**src/rtl/pgs_pkg.sv**
```systemverilog
package pgs_pkg;

    typedef enum logic [1:0] {
        PH_DOWN = 2'd0,
        PH_QUAL = 2'd1,
        PH_GOOD = 2'd2
    } pgs_phase_e;

    typedef enum logic [1:0] {
        ACT_RUN   = 2'd0,
        ACT_CLEAR = 2'd1,
        ACT_HOLD  = 2'd2
    } pgs_action_e;

endpackage

```
**src/rtl/pgs_rail_screen.sv**
```systemverilog
module pgs_rail_screen #(
    parameter int NUM_RAILS = 3
) (
    input  logic [NUM_RAILS-1:0] up_i,
    input  logic [NUM_RAILS-1:0] uv_ok_i,
    input  logic [NUM_RAILS-1:0] used_i,
    output logic                 all_up_o,
    output logic                 all_uv_ok_o
);
    logic [NUM_RAILS-1:0] up_eff;
    logic [NUM_RAILS-1:0] uv_eff;

    for (genvar g = 0; g < NUM_RAILS; g++) begin : g_rail
        // an unused rail always reads as good
        assign up_eff[g] = ~used_i[g] | up_i[g];
        assign uv_eff[g] = ~used_i[g] | uv_ok_i[g];
    end

    assign all_up_o    = &up_eff;
    assign all_uv_ok_o = &uv_eff;
endmodule

```
**src/rtl/pgs_target.sv**
```systemverilog
module pgs_target #(
    parameter int CNT_W       = 16,
    parameter int MIN_TIMEOUT = 8
) (
    input  logic [CNT_W-1:0] timeout_i,
    output logic [CNT_W-1:0] target_o
);
    localparam logic [CNT_W-1:0] MIN_L = CNT_W'(MIN_TIMEOUT);

    always_comb begin
        if (timeout_i < MIN_L) begin
            target_o = MIN_L;
        end else begin
            target_o = timeout_i;
        end
    end
endmodule

```
**src/rtl/pgs_gate.sv**
```systemverilog
module pgs_gate
    import pgs_pkg::*;
(
    input  logic        margin_ni,
    input  logic        enable_i,
    input  logic        fault_i,
    input  logic        all_uv_ok_i,
    input  logic        all_up_i,
    output pgs_action_e action_o
);
    always_comb begin
        if (!margin_ni) begin
            action_o = ACT_HOLD;
        end else if (fault_i || !enable_i || !all_uv_ok_i || !all_up_i) begin
            action_o = ACT_CLEAR;
        end else begin
            action_o = ACT_RUN;
        end
    end
endmodule

```
**src/rtl/pwr_good_supervisor.sv**
```systemverilog
module pwr_good_supervisor
    import pgs_pkg::*;
#(
    parameter int NUM_RAILS   = 3,
    parameter int CNT_W       = 16,
    parameter int MIN_TIMEOUT = 8
) (
    input  logic                 clk_i,
    input  logic                 rst_ni,
    input  logic [NUM_RAILS-1:0] rail_up_i,
    input  logic [NUM_RAILS-1:0] rail_uv_ok_i,
    input  logic [NUM_RAILS-1:0] rail_used_i,
    input  logic                 enable_i,
    input  logic                 margin_ni,
    input  logic                 fault_i,
    input  logic [CNT_W-1:0]     timeout_i,
    output logic                 pwr_good_o
);
    typedef struct packed {
        pgs_phase_e       phase;
        logic [CNT_W-1:0] cnt;
        logic             pg;
    } state_t;

    state_t      st_d, st_q;
    logic        all_up, all_uv_ok;
    logic [CNT_W-1:0] target;
    pgs_action_e action;
    logic [CNT_W:0]   cnt_inc;

    pgs_rail_screen #(.NUM_RAILS(NUM_RAILS)) i_screen (
        .up_i        (rail_up_i),
        .uv_ok_i     (rail_uv_ok_i),
        .used_i      (rail_used_i),
        .all_up_o    (all_up),
        .all_uv_ok_o (all_uv_ok)
    );

    pgs_target #(.CNT_W(CNT_W), .MIN_TIMEOUT(MIN_TIMEOUT)) i_target (
        .timeout_i (timeout_i),
        .target_o  (target)
    );

    pgs_gate i_gate (
        .margin_ni   (margin_ni),
        .enable_i    (enable_i),
        .fault_i     (fault_i),
        .all_uv_ok_i (all_uv_ok),
        .all_up_i    (all_up),
        .action_o    (action)
    );

    assign cnt_inc = {1'b0, st_q.cnt} + {{CNT_W{1'b0}}, 1'b1};

    always_comb begin
        st_d = st_q;
        unique case (action)
            ACT_HOLD: begin
                st_d = st_q;
            end
            ACT_CLEAR: begin
                st_d.phase = PH_DOWN;
                st_d.cnt   = '0;
                st_d.pg    = 1'b0;
            end
            default: begin
                if (st_q.phase == PH_GOOD) begin
                    st_d.pg = 1'b1;
                end else if (cnt_inc >= {1'b0, target}) begin
                    st_d.phase = PH_GOOD;
                    st_d.cnt   = target;
                    st_d.pg    = 1'b1;
                end else begin
                    st_d.phase = PH_QUAL;
                    st_d.cnt   = cnt_inc[CNT_W-1:0];
                    st_d.pg    = 1'b0;
                end
            end
        endcase
    end

    always_ff @(posedge clk_i or negedge rst_ni) begin
        if (!rst_ni) begin
            st_q <= '{phase: PH_DOWN, cnt: '0, pg: 1'b0};
        end else begin
            st_q <= st_d;
        end
    end

    assign pwr_good_o = st_q.pg;
endmodule

```
**config.mk**
```make
export PLATFORM = sky130hd
export DESIGN_NAME = pwr_good_supervisor
export DESIGN_NICKNAME = d
export VERILOG_FILES = /design/src/rtl/pgs_pkg.sv /design/src/rtl/pgs_rail_screen.sv /design/src/rtl/pgs_target.sv /design/src/rtl/pgs_gate.sv /design/src/rtl/pwr_good_supervisor.sv
export SDC_FILE = /design/constraint.sdc
export NUM_CORES = 1
export LEC_CHECK = 0
export BUFFER_PORTS_ARGS = -buffer_cell sky130_fd_sc_hd__buf_2
export CAP_MARGIN = 25
export CORE_MARGIN = 2
export CORE_UTILIZATION = 52
export CTS_BUF_LIST = sky130_fd_sc_hd__clkbuf_16
export DETAILED_ROUTE_END_ITERATION = 8
export PLACE_DENSITY_LB_ADDON = 0.3
export SLEW_MARGIN = 20
export SYNTH_ARGS = -nofsm -noshare
export SYNTH_HDL_FRONTEND = slang
export SYNTH_HIERARCHICAL = 1
export SYNTH_SLANG_ARGS = --single-unit
```
**constraint.sdc**
```tcl
create_clock -name clk_i -period 2.9 [get_ports clk_i]
set_input_delay 0.29 -clock clk_i [delete_from_list [all_inputs] [get_ports clk_i]]
set_output_delay 0.29 -clock clk_i [all_outputs]
set_load 0.05 [all_outputs]
```
== Word level (Yosys, flattened, before mapping) ==
Cells that the tools add are included.

* Add/sub/neg operators: 1
* Order comparisons: 2
* Equality and inequality tests: 4
* Muxes and demuxes: 7
* Bitwise gates (word level): 10
* Reductions and logical operators: 9

{| class="wikitable"
|+ Operator list
! operator !! count
|-
| $pmux W19 S2 || 1
|-
| $mux W19 || 1
|-
| $mux W18 || 1
|-
| $add A16 B1 Y17 const B || 1
|-
| $ge A17 B16 Y1 || 1
|-
| $lt A16 B4 Y1 const B || 1
|-
| $mux W16 || 1
|-
| $or A1 B1 Y1 || 6
|-
| $reduce_and A3 Y1 || 2
|-
| $eq A2 B2 Y1 const B || 2
|-
| $not A1 Y1 || 4
|-
| $logic_not A1 Y1 || 3
|-
| $logic_or A1 B1 Y1 || 3
|-
| $eq A2 B1 Y1 const B || 1
|-
| $mux W1 || 2
|-
| $mux W2 || 1
|-
| $ne A2 B1 Y1 const B || 1
|-
| $reduce_and A2 Y1 || 1
|}

* Flip-flop bits (word level): 19
* Bits of input ports: 30
* Output and inout port bits: 1
* Logic and storage cells: 36

== Logic depth before layout (Yosys ltp) ==
* Word-level depth: 11
* Gate-level depth with buffers: 14
* Depth with buffers taken out: 12

== Hierarchy ==
Netlist, hierarchy kept.

{| class="wikitable"
|+ Modules (own cells, without submodules)
! module !! instances !! cells an instance !! area an instance (sq um) !! seq. area each (sq um)
|-
| pwr_good_supervisor || 1 || 223 || 1,843.0 || 475.5
|-
| pgs_target || 1 || 23 || 133.9 || 0.0
|-
| pgs_rail_screen || 1 || 8 || 42.5 || 0.0
|-
| pgs_gate || 1 || 3 || 23.8 || 0.0
|}

== Worst setup path before layout ==
OpenSTA, ideal clock, no wires.

* Path type: reg2reg
* From: register st_q[1] (netlist bit)
* To: register st_q[14] (netlist bit)
* Library setup time: 126 ps
* Arrival: 2,925 ps
* Required time: 2,774 ps
* Slack: -151 ps
* Stages on the path, launching flop included: 15
* Buffers on the path: 2
* Period minus slack after synthesis: 3,051 ps
* Cells stage by stage: dfrtp_1 > ha_1 > clkbuf_1 > nand4_1 > nor3_2 > nand2_1 > xnor2_1 > ha_1 > nand3_1 > nor2_1 > o31a_1 > o21ai_1 > clkbuf_1 > a211oi_1 > a221o_1

* Cells in the longest elaborated chain, start to end: 5

{| class="wikitable"
|+ RTL lines
! what !! line !! RTL
|-
| start, declared || pwr_good_supervisor.sv:25 || <nowiki>state_t st_d, st_q;</nowiki>
|-
| start signal, assigned || pwr_good_supervisor.sv:84 || <nowiki>st_q <= '{phase: PH_DOWN, cnt: '0, pg: 1'b0};</nowiki>
|-
| start signal, assigned || pwr_good_supervisor.sv:86 || <nowiki>st_q <= st_d;</nowiki>
|-
| $add A16 B1 Y17 * || pwr_good_supervisor.sv:53 || <nowiki>assign cnt_inc = {1'b0, st_q.cnt} + {{CNT_W{1'b0}}, 1'b1};</nowiki>
|-
| $ge A17 B16 Y1 || pwr_good_supervisor.sv:69 || <nowiki>end else if (cnt_inc >= {1'b0, target}) begin</nowiki>
|-
| $mux W19 * || pwr_good_supervisor.sv:69 ||
|-
| $mux W18 * || pwr_good_supervisor.sv:67 || <nowiki>if (st_q.phase == PH_GOOD) begin</nowiki>
|-
| $pmux W19 S2 * || pwr_good_supervisor.sv:57 || <nowiki>unique case (action)</nowiki>
|}

Mark *: on every way between the ends. The rest lies on a longest branch, timed or not. The select of a mux whose other input is x is not followed.
A chain may end at the register's enable or synchronous reset.

== Worst setup path after layout ==
* From: register st_q[1] (netlist bit)
* To: register st_q[7] (netlist bit)

The elaborated chain is that of the path after synthesis.

==> summary.md <==
The run gives 1907 as the number of global-route vias before repair. The synthesized design contains 0 enable-type register cells. In this run, CTS created clock tree buffers numbering 3.

The checks that failed: negative setup slack. Setup violations remaining at the end of the flow were counted as 19. The run finished, with violations left. For the worst-skew pair, the clock arrives at the later sink with an insertion delay of 0.25 ns. For the worst flop-to-flop path, the logic depth is 15.

The detailed router finished its first iteration with 303 violations. The congestion estimate from routability-driven global placement came to 0.927. Along the worst path, the maximum fanout reaches 6. Across the routed clock network, the largest skew measured is 0.00421 ns. CTS placed an instance of sky130_fd_sc_hd__clkbuf_16 at the clock tree root. For this run, the top clock speed supported by timing is 320 MHz. The run gives 280 as the count of filler cells inserted in the layout. Number of pins exceeding their max-slew limit in the final report: 0. The top cell type's share of synthesized area is 23.3%, and the final count of hold timing violations is 0. In this run, the combinational gates consume 64.3% of the power. The worst setup path is launched from a flip-flop. The maximum level of the CTS H-tree came out at 1. The placed wire-length estimate is 3910 um, and the cell depth of the worst min-delay path is 3. The tools report the data arrival at the endpoint of the critical path as 3.26 ns. Power comes to 2.26 mW. Counting along the longest clock path gives a buffer depth of 2. In this run the remaining antenna-violating nets after routing total 0. The clock network accounts for 12.8% of the total power.

For the maximum resistive drop on vdd, the log shows 427 uV. During I/O placement, the number of pins put on the boundary was 31. Power spread over the standard cell area amounts to 857 nW/um^2. In this run the worst setup path begins at st_q[1]$_DFFE_PN0P_. Using the TritonRoute via totals, the vias-per-cell ratio works out to 6.07.

The reported leakage power is 1.29 nW. In the synthesized netlist the async set-or-reset flop fraction comes to 100%. The most used flip-flop cell after synthesis is sky130_fd_sc_hd__dfrtp_1. For the number of nets in the layout, the log shows 352.

The initial antenna violation count was 0. The startpoint of the worst register-to-register path is st_q[1]$_DFFE_PN0P_. The slew at the pin closest to its max-slew limit was 0.633 ns. The smallest setup slack after layout came out at -0.227 ns. For this run, design rule violations remaining after detail routing come to 0. The instance area at placement came out at 2370 um^2. Largest area contributor in the netlist: sky130_fd_sc_hd__dfrtp_1. Global routing used 26.7% of the available tracks. The net switching fraction of the power was 43.6%; the fraction of the yosys area taken by sequential cells was 23.3%.

In this run the horizontal extent of the chip is 66.7 um. The repair_antennas step left the layout with diodes totalling 0. The nature of the critical path endpoint is a flip-flop. Synthesis produced a netlist whose cell count is 257. The class of the tightest hold or removal check is input port to flip-flop. The endpoint identified for the worst register-to-register timing path is st_q[7]$_DFFE_PN0P_. The first detailed-routing pass ran for 4 iterations. The total negative setup slack is -3.50 ns, and the routed wire length per instance is 16.9 um. The pin count of the biggest net entering global routing was 23. After floorplanning, the core was divided into 22 placement rows. Final cell area excluding filler cells: 2640 um^2. In this run the power spent charging and discharging nets is 986 uW. After layout, the worst path uses 108% of the clock period. Synthesis inferred 19 register bits. The run gives 3720 um^2 as the floorplan core area. The logs give 6 for the number of warnings issued by yosys and 51 for the count of distinct cell types in the synthesized netlist. The run gives 3.03 ns as the required time of the critical path. Subtracting the final worst setup slack from the clock period gives 3.13 ns.

The area of the die was 4450 um^2; the post-synth net total was 304. The layout overhead on the synthesized area works out to 29.3%. For hold timing, the worst endpoint is st_q[13]$_DFFE_PN0P_.

In this run the register-to-register setup slack is -0.23 ns. The critical path class is flip-flop to flip-flop. The tools report the total number of clock tree sinks as 19. The routed wire length was 5930 um; the initial cell density of the core was 55.0%. Port buffering added 30 buffers. The part of the total power dissipated in sequential elements came out at 22.9%.

Height of the die: 66.7 um. The total overflow left after global routing is 0. Internal power comes to 1.28 mW. The worst pin sits at a relative slew slack of 57.6%. The worst hold path begins at timeout_i[12]. The cell area that synthesis handed to floorplanning was 2040 um^2.

The average instance in the mapped netlist occupies 7.95 um^2. Setup repair after global routing could not meet its margin everywhere. TritonCTS built the clock tree. Yosys attributes the largest share of cell area to sky130_fd_sc_hd__dfrtp_1, sky130_fd_sc_hd__ha_1, sky130_fd_sc_hd__inv_1. The layout cell share with drive strength beyond 1 came out at 32.2%. After clock tree synthesis, the clock-pin slew on the worst setup and hold paths is 0.06 ns. The first global-routing pass estimated 8940 um of wire. Max-cap violations in this run came to 0. Number of vias after detailed routing: 2136.
==> how the worst max path moves through the flow <==
stage / endpoint / depth (start not counted)
after floorplan: st_q[14]$_DFFE_PN0P_ / 13
after global placement: st_q[14]$_DFFE_PN0P_ / 12
after detailed placement: st_q[14]$_DFFE_PN0P_ / 12
after CTS: st_q[6]$_DFFE_PN0P_ / 13
after global routing: st_q[17]$_DFFE_PN0P_ / 15
final: st_q[7]$_DFFE_PN0P_ / 15
==> per-layer routing <==
metal / global-route usage, % / vias up / wire, um
met3: 3.89 / 13 / 591
li1: - / 1023 / -
met2: 43.4 / 105 / 2870
met1: 35.4 / 995 / 2360
met5: 0 / - / 0
met4: 10.5 / 0 / 119
==> Yosys cell counts (2+ instances only) <==
master and count:
sky130_fd_sc_hd__a32oi_1 7, sky130_fd_sc_hd__and3b_1 6, sky130_fd_sc_hd__clkbuf_1 19, sky130_fd_sc_hd__nor2b_1 3
sky130_fd_sc_hd__nand2b_1 3, sky130_fd_sc_hd__a31oi_1 2, sky130_fd_sc_hd__nor3b_1 2, sky130_fd_sc_hd__buf_4 3
sky130_fd_sc_hd__nand3_2 2, sky130_fd_sc_hd__o31ai_1 5, sky130_fd_sc_hd__a41oi_1 3, sky130_fd_sc_hd__nor4_2 3
sky130_fd_sc_hd__ha_1 17, sky130_fd_sc_hd__xnor2_1 9, sky130_fd_sc_hd__a21oi_1 15, sky130_fd_sc_hd__o21ai_1 2
sky130_fd_sc_hd__xor2_1 5, sky130_fd_sc_hd__nor2_1 12, sky130_fd_sc_hd__o211ai_1 2, sky130_fd_sc_hd__o311ai_1 7
sky130_fd_sc_hd__dfrtp_1 19, sky130_fd_sc_hd__nand4_1 8, sky130_fd_sc_hd__nand3_1 10, sky130_fd_sc_hd__and3_1 8
sky130_fd_sc_hd__a222oi_1 2, sky130_fd_sc_hd__nand2_1 20, sky130_fd_sc_hd__buf_2 4, sky130_fd_sc_hd__nor3_1 7
sky130_fd_sc_hd__inv_1 29, sky130_fd_sc_hd__o22a_1 2
==> final cells by class <==
cell class,count,area [um^2],share of cell area [%]
timing repair buffer,70,487,18.4
clock inverter,1,3.75,0.142
inverter,29,109,4.12
tap,48,60.1,2.27
sequential,19,477,18.0
clock buffer,3,75.1,2.84
multi-input combinational,182,1430,54.1
==> power groups by stage <==
stage          registers, mW  clock network [mW]  logic (mW)
5_1_grt                0.534               0.299        1.60
6_report               0.519               0.290        1.45
3_5_place_dp           0.504                   0        1.25
3_3_place_gp           0.500                   0        1.23
2_1_floorplan          0.517                   0       0.868
4_1_cts                0.505               0.292        1.33
==> cell families (layout without fill, tap and decap cells) <==
| family | Yosys count | after routing | share of synthesized area [%] |
|---|---|---|---|
| flops | 19 | 19 | 23.3 |
| mux | 1 | 1 | 0.490 |
| compound gates | 58 | 58 | 22.2 |
| simple gates | 90 | 91 | 25.2 |
| xor+xnor | 14 | 14 | 6.00 |
| fa+ha+maj | 18 | 18 | 10.9 |
| buf+inv | 57 | 103 | 11.9 |
==> through the flow <==
step / cells / util (%) / worst slack [ns] / hold slack (ns)
after floorplan: 257 / - / 0.0137 / -0.00559
after global placement: 336 / 63.8 / 0.0307 / 0.262
after detailed placement: 336 / 63.8 / -0.0365 / 0.263
after CTS: 343 / 68.0 / 0.0108 / 0.374
after global routing: 352 / 71.1 / -0.358 / 0.397
final: 352 / 71.1 / -0.227 / 0.371
==> worst max-delay path, stage by stage, from the launching register on <==
cell and delay (ns):
sky130_fd_sc_hd__dfrtp_1 0.40, sky130_fd_sc_hd__buf_4 0.13, sky130_fd_sc_hd__nand3_1 0.16, sky130_fd_sc_hd__nor4_2 0.27, sky130_fd_sc_hd__buf_4 0.18, sky130_fd_sc_hd__nand2_1 0.08
sky130_fd_sc_hd__xnor2_2 0.15, sky130_fd_sc_hd__ha_1 0.32, sky130_fd_sc_hd__nand4_1 0.14, sky130_fd_sc_hd__nor2_1 0.07, sky130_fd_sc_hd__a32o_2 0.24, sky130_fd_sc_hd__a211oi_4 0.34
sky130_fd_sc_hd__buf_4 0.18, sky130_fd_sc_hd__buf_6 0.11, sky130_fd_sc_hd__and3b_1 0.17, sky130_fd_sc_hd__o31ai_1 0.08
==> state kept, by name, indices dropped and copies added, names as in the netlist <==
register / flops
pwr_good_o: 1
st_q: 18
==> cells in the final DEF, fill, tap and decap left out, types with 7 or more instances in the layout <==
cell type / netlist / layout
sky130_fd_sc_hd__buf_4: 3 / 33
sky130_fd_sc_hd__buf_2: 4 / 31
sky130_fd_sc_hd__inv_1: 29 / 30
sky130_fd_sc_hd__nand2_1: 20 / 18
sky130_fd_sc_hd__dfrtp_1: 19 / 18
sky130_fd_sc_hd__ha_1: 17 / 16
sky130_fd_sc_hd__a21oi_1: 15 / 14
sky130_fd_sc_hd__nor2_1: 12 / 11
sky130_fd_sc_hd__nand3_1: 10 / 9
sky130_fd_sc_hd__nand4_1: 8 / 8
sky130_fd_sc_hd__and3_1: 8 / 8
sky130_fd_sc_hd__xnor2_1: 9 / 7
sky130_fd_sc_hd__nor3_1: 7 / 7
==> what timing repair did <==
action / CTS / global route
gates resized for setup: 7 / 14
cloned: 1 / 2
hold endpoints to repair: 18 / 0
pin swaps: 1 / 11
setup endpoints to repair: 10 / 19
buffers inserted: 1 / 8
hold buffers: 1 / 0
No activity file was read; power rests on OpenSTA's default activity.
